==> config.mk <==
export PLATFORM = sky130hd
export DESIGN_NAME = vid_ctrl_shadow
export DESIGN_NICKNAME = d
export VERILOG_FILES = /design/src/rtl/vcs_pkg.sv /design/src/rtl/vcs_stage.sv /design/src/rtl/vcs_commit.sv /design/src/rtl/vcs_live.sv /design/src/rtl/vid_ctrl_shadow.sv
export SDC_FILE = /design/constraint.sdc
export NUM_CORES = 1
export LEC_CHECK = 0
export BUFFER_PORTS_ARGS = -buffer_cell sky130_fd_sc_hd__buf_2
export CORE_MARGIN = 2
export CORE_UTILIZATION = 55
export CTS_BUF_LIST = sky130_fd_sc_hd__clkbuf_4 sky130_fd_sc_hd__clkbuf_8
export DETAILED_ROUTE_END_ITERATION = 8
export PLACE_DENSITY = 0.83
export SYNTH_ARGS = -nofsm -noshare
export SYNTH_HDL_FRONTEND = slang
export SYNTH_HIERARCHICAL = 1
export SYNTH_SLANG_ARGS = --single-unit
==> constraint.sdc <==
create_clock -name clk -period 2.85 [get_ports clk]
set_input_delay 0.285 -clock clk [delete_from_list [all_inputs] [get_ports clk]]
set_output_delay 0.285 -clock clk [all_outputs]
set_load 0.02 [all_outputs]
==> src/rtl/vcs_pkg.sv <==
package vcs_pkg;
  localparam int NUM_FIELDS = 5;
  localparam int NUM_SCROLL = 4;
  localparam int STATUS_IDX = 5;

  typedef enum logic [2:0] {
    FLD_BG_X  = 3'd0,
    FLD_BG_Y  = 3'd1,
    FLD_FG_X  = 3'd2,
    FLD_FG_Y  = 3'd3,
    FLD_LAYER = 3'd4
  } field_e;
endpackage

==> src/rtl/vcs_stage.sv <==
module vcs_stage
  import vcs_pkg::*;
#(
  parameter int DATA_W   = 32,
  parameter int ADDR_W   = 8,
  parameter int SCROLL_W = 9,
  parameter int LAYER_W  = 3
) (
  input  logic                             clk,
  input  logic                             rst_n,
  input  logic                             wr_en,
  input  logic [ADDR_W-1:0]                wr_addr,
  input  logic [DATA_W-1:0]                wr_data,
  input  logic [ADDR_W-1:0]                rd_addr,
  input  logic                             pending,
  output logic [NUM_FIELDS-1:0][DATA_W-1:0] stage_q,
  output logic [DATA_W-1:0]                rd_data
);
  localparam int IDX_W = ADDR_W - 2;

  logic [IDX_W-1:0] wr_idx;
  logic [IDX_W-1:0] rd_idx;
  logic             wr_aligned;
  logic             rd_aligned;

  assign wr_idx     = wr_addr[ADDR_W-1:2];
  assign rd_idx     = rd_addr[ADDR_W-1:2];
  assign wr_aligned = (wr_addr[1:0] == 2'b00);
  assign rd_aligned = (rd_addr[1:0] == 2'b00);

  for (genvar i = 0; i < NUM_FIELDS; i++) begin : g_field
    localparam int W = (i < NUM_SCROLL) ? SCROLL_W : LAYER_W;
    localparam logic [DATA_W-1:0] MASK = DATA_W'((64'd1 << W) - 64'd1);
    logic hit;
    assign hit = wr_en && wr_aligned && (int'(wr_idx) == i);
    always_ff @(posedge clk) begin
      if (!rst_n)   stage_q[i] <= '0;
      else if (hit) stage_q[i] <= wr_data & MASK;
    end
  end

  always_comb begin
    rd_data = '0;
    if (rd_aligned) begin
      for (int i = 0; i < NUM_FIELDS; i++) begin
        if (int'(rd_idx) == i) rd_data = stage_q[i];
      end
      if (int'(rd_idx) == STATUS_IDX) rd_data = {{(DATA_W-1){1'b0}}, pending};
    end
  end
endmodule

==> src/rtl/vcs_commit.sv <==
module vcs_commit (
  input  logic clk,
  input  logic rst_n,
  input  logic dma_done,
  input  logic vblank,
  output logic commit,
  output logic pending
);
  logic pend_q;

  assign commit  = vblank && (pend_q || dma_done);
  assign pending = pend_q;

  always_ff @(posedge clk) begin
    if (!rst_n)                   pend_q <= 1'b0;
    else if (commit)              pend_q <= 1'b0;
    else if (dma_done && !vblank) pend_q <= 1'b1;
  end
endmodule

==> src/rtl/vcs_live.sv <==
module vcs_live
  import vcs_pkg::*;
#(
  parameter int DATA_W   = 32,
  parameter int SCROLL_W = 9,
  parameter int LAYER_W  = 3,
  localparam int TOT_W   = NUM_SCROLL * SCROLL_W + LAYER_W
) (
  input  logic                              clk,
  input  logic                              rst_n,
  input  logic                              commit,
  input  logic [NUM_FIELDS-1:0][DATA_W-1:0] stage_q,
  output logic [TOT_W-1:0]                  live_flat
);
  for (genvar i = 0; i < NUM_FIELDS; i++) begin : g_live
    localparam int W   = (i < NUM_SCROLL) ? SCROLL_W : LAYER_W;
    localparam int OFF = i * SCROLL_W;
    always_ff @(posedge clk) begin
      if (!rst_n)      live_flat[OFF +: W] <= '0;
      else if (commit) live_flat[OFF +: W] <= stage_q[i][W-1:0];
    end
  end
endmodule

==> src/rtl/vid_ctrl_shadow.sv <==
module vid_ctrl_shadow
  import vcs_pkg::*;
#(
  parameter int DATA_W   = 32,
  parameter int ADDR_W   = 8,
  parameter int SCROLL_W = 9,
  parameter int LAYER_W  = 3
) (
  input  logic                clk,
  input  logic                rst_n,
  input  logic                wr_valid,
  output logic                wr_ready,
  input  logic [ADDR_W-1:0]   wr_addr,
  input  logic [DATA_W-1:0]   wr_data,
  input  logic [ADDR_W-1:0]   rd_addr,
  output logic [DATA_W-1:0]   rd_data,
  input  logic                dma_done,
  input  logic                vblank,
  output logic [SCROLL_W-1:0] bg_scroll_x,
  output logic [SCROLL_W-1:0] bg_scroll_y,
  output logic [SCROLL_W-1:0] fg_scroll_x,
  output logic [SCROLL_W-1:0] fg_scroll_y,
  output logic [LAYER_W-1:0]  layer_en,
  output logic                commit_pending
);
  localparam int TOT_W = NUM_SCROLL * SCROLL_W + LAYER_W;

  logic [NUM_FIELDS-1:0][DATA_W-1:0] stage_q;
  logic [TOT_W-1:0]                  live_flat;
  logic                              commit;
  logic                              pending;

  assign wr_ready = 1'b1;

  vcs_stage #(.DATA_W(DATA_W), .ADDR_W(ADDR_W), .SCROLL_W(SCROLL_W), .LAYER_W(LAYER_W)) u_stage (
    .clk(clk), .rst_n(rst_n), .wr_en(wr_valid && wr_ready), .wr_addr(wr_addr),
    .wr_data(wr_data), .rd_addr(rd_addr), .pending(pending),
    .stage_q(stage_q), .rd_data(rd_data)
  );

  vcs_commit u_commit (
    .clk(clk), .rst_n(rst_n), .dma_done(dma_done), .vblank(vblank),
    .commit(commit), .pending(pending)
  );

  vcs_live #(.DATA_W(DATA_W), .SCROLL_W(SCROLL_W), .LAYER_W(LAYER_W)) u_live (
    .clk(clk), .rst_n(rst_n), .commit(commit), .stage_q(stage_q), .live_flat(live_flat)
  );

  assign bg_scroll_x    = live_flat[0*SCROLL_W +: SCROLL_W];
  assign bg_scroll_y    = live_flat[1*SCROLL_W +: SCROLL_W];
  assign fg_scroll_x    = live_flat[2*SCROLL_W +: SCROLL_W];
  assign fg_scroll_y    = live_flat[3*SCROLL_W +: SCROLL_W];
  assign layer_en       = live_flat[4*SCROLL_W +: LAYER_W];
  assign commit_pending = pending;
endmodule

---- Yosys cells after proc, flatten, opt, wreduce, memory -nomap -nowiden ----
Index checks and enable logic that the tools add are counted.
word-level totals
  register bits after elaboration ......... 79
  output and inout port bits .............. 73
  logic and storage cells ................. 43
operators by class
  equality and inequality tests ........... 9
  mux-type cells .......................... 7
  bitwise logic cells ..................... 1
  reduce and logical (&&, ||, !) cells .... 15
operator list
  cell                                            count
  two-way mux 9 bit                               6
  two-way mux 32 bit                              1
  == test 6 x 3 -> 1 bit (second input constant)  4
  == test 6 x 4 -> 1 bit (second input constant)  3
  == test 6 x 2 -> 1 bit (second input constant)  2
  zero test 6 bit                                 2
  logical AND 1 bit                               8
  zero test 2 bit                                 2
  OR reduction 2 bit                              1
  zero test 1 bit                                 1
  logical OR 1 bit                                1
  inverter 1 bit                                  1

---- Longest topological paths before layout ----
Gate-level depths: netlist (run 1).
  depth after elaboration ................. 8
  mapped depth ............................ 7
  mapped depth without buffers ............ 4

---- Hierarchy ----
Netlist (run 1), hierarchy kept.
by module, submodules not included
  module           times used  cells each  area an instance (um2)
  vcs_stage        1           336         2,974.1
  vcs_live         1           126         1,488.9
  vcs_commit       1           4           42.5
  vid_ctrl_shadow  1           2           11.3

---- Worst setup path after synthesis (run 1) ----
OpenSTA, ideal clock, no wires.
  kind .................................... in2out
  start point ............................. input port rd_addr[7]
  end point ............................... output port rd_data[7]
  arrival time ............................ 1.365 ns
  required time ........................... 2.565 ns
  setup slack ............................. 1.200 ns
  cell stages on the path ................. 3
  path through ............................ nor4_4 -> nand2_1 -> a211oi_1
between the ends
  longest elaborated chain between the ends .. 8
ends and longest elaborated chain
  element                         line                   source
  start: declaration              vid_ctrl_shadow.sv:15  input logic [ADDR_W-1:0] rd_addr,
  zero test 6 bit                 vcs_stage.sv:46        if (int'(rd_idx) == i) rd_data = stage_q[i];
  two-way mux 9 bit (5 in a row)  vcs_stage.sv:46
  two-way mux 9 bit (*)           vcs_stage.sv:48        if (int'(rd_idx) == STATUS_IDX) rd_data = {{(DATA_W-1){1'b0}}, pending};
  two-way mux 32 bit (*)          vcs_stage.sv:44        if (rd_aligned) begin
  end: declaration                vid_ctrl_shadow.sv:16  output logic [DATA_W-1:0] rd_data,
Mark *: on every way between the ends. The rest lies on a longest branch, timed or not.

---- Final worst setup path (run 1) ----
Ends and elaborated chain as after synthesis.

==> flow_summary.json, run 1 <==
{
  "cts_hold_buffers": 0,
  "power_w": 0.00218,
  "fin_crit_sh_pct": 66.6,
  "cts_setup_buffers": 0,
  "gp_congestion": 0.831,
  "via_per_inst": 5.31,
  "die-area_sq_um": 7230,
  "yosys_warnings": 6,
  "drive_gt1_share_pct": 24.7,
  "cts_buffers": 9,
  "p_leak_nw": 2.00,
  "io-pin-count": 126,
  "holdCritPathClass": "in -> reg",
  "cp-startpoint": "rd_addr[7]",
  "rows": 29,
  "grt_max_degree": 60,
  "final_nets": 469,
  "clock-root-buffer": "clkbuf_8",
  "antenna_found_initial": 0,
  "pre_cts_slack_ns": 0.979,
  "critical_path_arrival_ns": 1.61,
  "final.fill_count": 512,
  "cpPeakStageDelay_ns": 0.43,
  "groute.usage.overall_pct": 21.5,
  "routed.top_layer": "met4",
  "cp_cell_sequence": "buf_2 > nor4_4 > nand2_1 > a211oi_1 > buf_2",
  "min_period_ns": 1.90,
  "cp_slowest_cell": "nor4_4",
  "rsz0062_at_grt": "no",
  "grt_pass1_wl_mm": 12.1,
  "multiInputGateArea_sq_um": 1800,
  "grt_pass1_vias": 2492,
  "ir_drop_mv": 0.396,
  "met2_length_mm": 3.58,
  "routed_wl_mm": 7.66,
  "wl_met1_mm": 3.44,
  "relSlewSlack_pct": 40.8,
  "cts_resized": 0,
  "n_antenna_cell": 0,
  "worstPathRequired_ns": 2.57,
  "setup_ws_ns": 0.951,
  "htreeDepth": 3,
  "die_h_um": 85,
  "fin_skew_ns": 0.00372,
  "core_sq_um": 6350,
  "wl_met3_um": 461,
  "fmax_mhz": 527,
  "power_density_nw_per_um2": 529,
  "grt_remaining_overflow": 0,
  "clk_latency_ns": 0.35,
  "syn_area_sq_um": 3610,
  "cts_tree": "built",
  "final_antenna_net_count": 0,
  "seq_area_sq_um": 1580,
  "worstHoldStart": "vblank",
  "end_kind": "primary output",
  "status": "finished, final reports clean",
  "cp_common_cell": "buf_2",
  "place_hpwl_mm": 5.41,
  "reg2reg_from": "u_commit/pending$_SDFFE_PP0P_",
  "crit_fanout": 6,
  "start_util_pct": 56.8,
  "critPathLaunchType": "input pin",
  "fin_util_pct": 64.9,
  "vias": 2642,
  "fp.dieW_um": 85,
  "place.port_buffers": 78,
  "clock_sinks": 79,
  "clkTransAtPathRegs_ns": 0.08,
  "worst-path-buf-inv": 2,
  "cap_violations": 0,
  "holdWs_ns": 0.113,
  "wl_per_cell_um": 15.4,
  "first_pass_iters": 4,
  "syn_area_per_cell_sq_um": 10.4,
  "worst_pin_slew_ns": 0.888,
  "drt_iter0_markers": 144,
  "setup_viol": 0,
  "tns_ns": 0,
  "finalHoldViolCount": 0,
  "final_max_slew_viol_count": 0,
  "clockBufferDepth": 2,
  "crit_type": "in -> out",
  "cp_top_family": "simple AND/OR/NAND/NOR gates",
  "synthCells": 347,
  "drc_errors": 0,
  "syn2layout_area_growth_pct": 14.1
}
[stage by stage]
stage	cells	cell area, sq um
2_1_floorplan	369	3690
3_3_place_gp	482	3900
3_5_place_dp	482	3900
4_1_cts	498	4120
5_1_grt	498	4120
6_report	498	4120
[power by group]
group / leakage, nW / internal (W) / switching, W / total [W]
Combinational: 1.25 / 0.0000565 / 0.000104 / 0.000161
Clock: 0.110 / 0.000496 / 0.000418 / 0.000914
Sequential: 0.636 / 0.00110 / 0.00000138 / 0.00111
Total: 2.00 / 0.00166 / 0.000524 / 0.00218
[routing by layer]
metal,GRT usage [%],up-vias
li1,-,1279
met1,27.4,1242
met2,33.6,104
met3,5.64,17
met4,11.4,0
met5,0,-
[sequential cells by signal (all words and copies together) (netlist names)]
signal            flops
u_live/live_flat     39
u_stage/stage_q      39
u_commit/pending      1
[worst paths after layout]
kind,endpoint,slack (ns),depth (start not counted)
worst min register to register,u_stage/stage_q[70]$_SDFFE_PN0P_,0.48,2
worst max-delay path,rd_data[7],0.95,5
worst min-delay path,u_commit/pending$_SDFFE_PP0P_,0.11,2
worst max register to register,u_live/live_flat[6]$_SDFFE_PN0P_,1.08,5
[area by class of cell]
| type | count | share of cell area, % |
|---|---|---|
| clock inverter | 7 | 2.31 |
| tap | 77 | 2.34 |
| multi-input combinational | 245 | 43.6 |
| sequential | 79 | 38.4 |
| timing repair buffer | 81 | 10.3 |
| clock buffer | 9 | 3.01 |
[cells in the final DEF (no fill, tap or decap)]
cell type	n
mux2i_1	83
dfxtp_1	79
buf_2	78
nand2_1	49
nor2b_1	44
conb_1	24
a211oi_1	10
clkbuf_8	9
nand3_1	7
nor2_1	5
nand4_1	3
clkinv_2	2
inv_6	2
bufinv_16	2
buf_4	2
mux4_1	2
nor3_1	2
nor4b_4	2
a21boi_0	2
mux4_2	2
clkinvlp_4	1
nor2b_4	1
nor3b_2	1
buf_12	1
nor4_4	1
nand4b_1	1
o211ai_1	1
a2bb2oi_1	1
and3_1	1
and2_0	1
and2_1	1
nor3b_1	1
Note: power is estimated with default switching activity, not from simulation.
==> run 2: changes to the inputs <==
--- a/config.mk
+++ b/config.mk
@@ -7,10 +7,10 @@
 export LEC_CHECK = 0
 export BUFFER_PORTS_ARGS = -buffer_cell sky130_fd_sc_hd__buf_2
 export CORE_MARGIN = 2
-export CORE_UTILIZATION = 55
+export CORE_UTILIZATION = 49
 export CTS_BUF_LIST = sky130_fd_sc_hd__clkbuf_4 sky130_fd_sc_hd__clkbuf_8
 export DETAILED_ROUTE_END_ITERATION = 8
-export PLACE_DENSITY = 0.83
+export PLACE_DENSITY = 0.79
 export SYNTH_ARGS = -nofsm -noshare
 export SYNTH_HDL_FRONTEND = slang
 export SYNTH_HIERARCHICAL = 1
==> constraint.sdc (replaced) <==
create_clock -name clk -period 1.6 [get_ports clk]
set_input_delay 0.16 -clock clk [delete_from_list [all_inputs] [get_ports clk]]
set_output_delay 0.16 -clock clk [all_outputs]
set_load 0.02 [all_outputs]
==> flow_summary.json, run 2 (synthesized netlist as in run 1, its figures left out) <==
{
  "status": "finished, violations left",
  "violations": "setup timing",
  "cp_cell_sequence": "mux4_2 > and3_4 > buf_6",
  "drt_iter0_markers": 110,
  "stdcell_area_sq_um": 4480,
  "final_common_cell": "mux2i_1",
  "holdPathStages": 3,
  "postPlaceCellArea_sq_um": 4040,
  "cap_violations": 0,
  "cts_tree": "built",
  "wl_per_cell_um": 15.0,
  "clkTransAtPathRegs_ns": 0.08,
  "holdCritPathClass": "in -> reg",
  "r2r-end": "u_live/live_flat[15]$_SDFFE_PN0P_",
  "crit_type": "reg -> out",
  "grt_use_met3_pct": 4.19,
  "worst_pin_slew_ns": 0.512,
  "via_per_inst": 5.03,
  "grt_remaining_overflow": 0,
  "gr-max-usage-layer": "met2",
  "crit_fanout": 2,
  "cp_slowest_cell": "mux4_2",
  "final_cell_mix": "mux2i_1 (83), buf_2 (76), dfxtp_1 (61)",
  "reg2regPathDepth": 5,
  "fin_cells": 545,
  "dp.cells": 514,
  "worst-path-buf-inv": 1,
  "drc_errors": 0,
  "tns_ns": -0.0611,
  "die-area_sq_um": 8070,
  "final.fill_count": 565,
  "setup_ws_ns": -0.0334,
  "path_depth": 3,
  "place.port_buffers": 78,
  "fmax_mhz": 612,
  "reg2reg_from": "u_commit/pending$_SDFFE_PP0P_",
  "worstPathRequired_ns": 1.44,
  "final_nets": 494,
  "clockBufferDepth": 2,
  "grt_pass1_wl_mm": 13.2,
  "fin_skew_ns": 0.00651,
  "finalHoldViolCount": 0,
  "rows": 31,
  "grtUsageMet1_pct": 24.4,
  "htreeDepth": 3,
  "grt_pass1_vias": 2739,
  "reg2reg_slack_ns": 0.25,
  "min_period_ns": 1.63,
  "final_antenna_net_count": 0,
  "ir_drop_mv": 0.380,
  "n_antenna_cell": 0,
  "groute.usage.overall_pct": 20.4,
  "clock-root-buffer": "clkbuf_8",
  "grtUsageMet2_pct": 33.8,
  "critPathLaunchType": "flip-flop",
  "drive_gt1_share_pct": 35.2,
  "cts_buffers": 9,
  "setup_viol": 3,
  "fin_crit_sh_pct": 102,
  "clock_sinks": 79,
  "final_max_slew_viol_count": 0,
  "holdWs_ns": 0.136,
  "place_hpwl_mm": 5.66,
  "worstHoldEndpoint": "u_commit/pending$_SDFFE_PP0P_",
  "io-pin-count": 126,
  "critical_path_arrival_ns": 1.47,
  "first_pass_iters": 4,
  "end_kind": "primary output",
  "gp_congestion": 0.919,
  "syn2layout_area_growth_pct": 24.0,
  "fp.dieW_um": 89.8,
  "power_density_nw_per_um2": 905,
  "relSlewSlack_pct": 65.9,
  "grt_max_degree": 40,
  "antenna_found_initial": 0,
  "die_h_um": 89.8,
  "cpPeakStageDelay_ns": 0.50,
  "core_sq_um": 7180,
  "p_leak_nw": 2.14,
  "clk_latency_ns": 0.35,
  "rsz0062_at_grt": "yes",
  "start_util_pct": 50.3,
  "routed_wl_mm": 8.18,
  "vias": 2743,
  "cp_top_family": "multiplexers",
  "worstHoldStart": "dma_done"
}
-- run 2: where the power goes --
group,internal [W],switching (W)
sequential,0.00197,0.00000262
combinational,0.000122,0.000196
clock,0.00104,0.000722
total,0.00313,0.000921
-- run 2: area by class of cell --
cell class,instances,area [sq um],area share (%)
Multi-Input combinational cell,245,1840,41.1
Sequential cell,79,1600,35.8
Timing Repair Buffer,106,666,14.9
Clock buffer,9,124,2.77
Tap cell,99,124,2.77
Clock inverter,7,120,2.68
-- run 2: what timing repair did --
| action | 4_1_cts | 5_1_grt |
|---|---|---|
| buffers inserted | 14 | 0 |
| hold buffers | 1 | 0 |
| endpoints found under the setup margin | 6 | 7 |
| pin swaps | 5 | 5 |
| gates resized for setup | 28 | 7 |
| endpoints found under the hold margin | 1 | 0 |
-- run 2: through the flow --
step | util, % | setup WS (ns) | power (W)
6_report | 62.4 | -0.0334 | 0.00405
5_1_grt | 62.4 | -0.0580 | 0.00418
4_1_cts | 62.0 | -0.0327 | 0.00407
3_5_place_dp | 56.3 | 0.0811 | 0.00232
3_3_place_gp | 56.3 | 0.103 | 0.00232
2_1_floorplan | - | 0.200 | 0.00227
-- run 2: worst register-to-register path, cell delays in order, from the launching register on --
cell	delay, ns
dfxtp_1	0.40
nor2_1	0.12
nor2b_4	0.14
buf_12	0.27
mux2i_1	0.26
nor2b_1	0.06
-- run 2: per-layer routing --
layer	wire (um)	part of all wire [%]
met5	0	0
met4	249	3.0
met3	445	5.4
met2	3940	48
met1	3550	43
-- run 2: worst max path at each step --
| stage | start | to | slack [ns] |
|---|---|---|---|
| CTS | u_stage/stage_q[99]$_SDFFE_PN0P_ | rd_data[3] | -0.03 |
| floorplan | rd_addr[7] | rd_data[7] | 0.20 |
| detailed placement | rd_addr[7] | rd_data[7] | 0.08 |
| global route | u_stage/stage_q[2]$_SDFFE_PN0P_ | rd_data[2] | -0.06 |
| finish | u_stage/stage_q[35]$_SDFFE_PN0P_ | rd_data[3] | -0.03 |
| global placement | rd_addr[7] | rd_data[7] | 0.10 |
==> run 3: changes to the inputs <==
--- a/config.mk
+++ b/config.mk
@@ -5,12 +5,13 @@
 export SDC_FILE = /design/constraint.sdc
 export NUM_CORES = 1
 export LEC_CHECK = 0
+export ABC_AREA = 1
 export BUFFER_PORTS_ARGS = -buffer_cell sky130_fd_sc_hd__buf_2
 export CORE_MARGIN = 2
-export CORE_UTILIZATION = 49
+export CORE_UTILIZATION = 40
 export CTS_BUF_LIST = sky130_fd_sc_hd__clkbuf_4 sky130_fd_sc_hd__clkbuf_8
 export DETAILED_ROUTE_END_ITERATION = 8
-export PLACE_DENSITY = 0.79
+export PLACE_DENSITY = 0.66
 export SYNTH_ARGS = -nofsm -noshare
 export SYNTH_HDL_FRONTEND = slang
 export SYNTH_HIERARCHICAL = 1
==> flow_summary.json, run 3 <==
{
  "die_h_um": 101,
  "clkTransAtPathRegs_ns": 0.08,
  "syn_area_per_cell_sq_um": 6.78,
  "routed_wl_mm": 8.75,
  "p_leak_nw": 1.99,
  "yosys_warnings": 6,
  "fp.dieW_um": 101,
  "grtUsageMet2_pct": 30.0,
  "final.fill_count": 958,
  "power_density_nw_per_um2": 948,
  "core_sq_um": 9150,
  "start_util_pct": 40.7,
  "postPlaceCellArea_sq_um": 4150,
  "fin_skew_ns": 0.00606,
  "seq_area_sq_um": 1580,
  "rsz0062_at_grt": "no",
  "final_max_slew_viol_count": 0,
  "critical_path_arrival_ns": 1.36,
  "via_per_inst": 4.62,
  "min_period_ns": 1.52,
  "fin_util_pct": 47.7,
  "grt_use_met3_pct": 4.16,
  "gr-max-usage-layer": "met2",
  "drive_gt1_share_pct": 21.2,
  "fin_crit_sh_pct": 94.8,
  "clk_latency_ns": 0.35,
  "crit_fanout": 9,
  "htreeDepth": 3,
  "status": "finished, final reports clean",
  "place_hpwl_mm": 6.42,
  "first_pass_iters": 4,
  "io-pin-count": 126,
  "end_kind": "primary output",
  "worstPathRequired_ns": 1.44,
  "cts_buffers": 9,
  "antenna_found_initial": 0,
  "clockBufferDepth": 2,
  "final_nets": 680,
  "cp-startpoint": "rd_addr[5]",
  "crit_type": "in -> out",
  "grt_remaining_overflow": 0,
  "reg2reg_from": "u_commit/pending$_SDFFE_PP0P_",
  "tns_ns": 0,
  "gp_congestion": 0.867,
  "syn2layout_area_growth_pct": 17.1,
  "drt_iter0_markers": 140,
  "syn_area_sq_um": 3730,
  "place.port_buffers": 78,
  "n_antenna_cell": 0,
  "rows": 35,
  "power_w": 0.00414,
  "groute.usage.overall_pct": 17.7,
  "multiInputGateArea_sq_um": 1680,
  "setup_viol": 0,
  "final_common_cell": "nor2_1",
  "cap_violations": 0,
  "grt_pass1_wl_mm": 14.1,
  "drc_errors": 0,
  "vias": 3428,
  "critPathLaunchType": "input pin",
  "grt_max_degree": 79,
  "finalHoldViolCount": 0,
  "worstHoldStart": "dma_done",
  "holdCritPathClass": "in -> reg",
  "clock_sinks": 79,
  "ir_drop_mv": 0.366,
  "grtUsageMet1_pct": 22.0,
  "grt_pass1_vias": 3181,
  "cts_tree": "built",
  "final_antenna_net_count": 0,
  "final_cell_mix": "nor2_1 (156), nand2_1 (92), dfxtp_1 (79)",
  "die-area_sq_um": 10100,
  "synthCells": 550,
  "wl_per_cell_um": 11.8,
  "clock-root-buffer": "clkbuf_8",
  "stdcell_area_sq_um": 4370,
  "fmax_mhz": 659
}
run 3: final cells by class:
| cell class | instances | share of cell area, % |
|---|---|---|
| clock buffer | 12 | 3.64 |
| inverter | 69 | 5.93 |
| timing repair buffer | 88 | 11.5 |
| sequential | 79 | 36.2 |
| multi-input combinational | 380 | 38.5 |
| clock inverter | 3 | 0.974 |
| tap | 111 | 3.18 |
run 3: timing repair:
item	CTS	global route
gates resized for setup	0	10
hold buffers	0	0
endpoints found under the hold margin	0	0
setup endpoints to repair	0	7
setup buffers	0	0
run 3: stage by stage:
step	setup WS [ns]	hold WS (ns)	cells
3_3_place_gp	0.0604	0.418	727
6_report	0.0829	0.0860	742
2_1_floorplan	0.323	0.280	572
5_1_grt	0.00310	0.0910	742
3_5_place_dp	0.0438	0.452	727
4_1_cts	0.0415	0.0768	742
run 3: power by group:
group / switching (W) / internal, W / leakage [nW]
logic: 0.000376 / 0.000183 / 1.24
clock network: 0.000706 / 0.000813 / 0.102
registers: 0.0000301 / 0.00203 / 0.643
run 3: critical path, stage by stage:
cell	delay (ns)
buf_2	0.12
nor2_4	0.19
buf_4	0.15
nand3_4	0.13
o21ai_1	0.16
a21oi_1	0.07
nor3_2	0.19
buf_4	0.17
run 3: worst paths after layout:
| check | endpoint | slack (ns) | cells after the start |
|---|---|---|---|
| worst max-delay path | rd_data[5] | 0.08 | 8 |
| worst min-delay path | u_commit/pending$_SDFFE_PP0P_ | 0.09 | 3 |
| worst max register to register | u_live/live_flat[24]$_SDFFE_PN0P_ | 0.36 | 6 |
| worst min register to register | u_live/live_flat[25]$_SDFFE_PN0P_ | 0.47 | 2 |
run 3: routing by layer:
metal	routed length [um]	part of all wire, %
met2	4150	47
met5	0	0
met4	113	1.3
met3	507	5.8
met1	3980	46
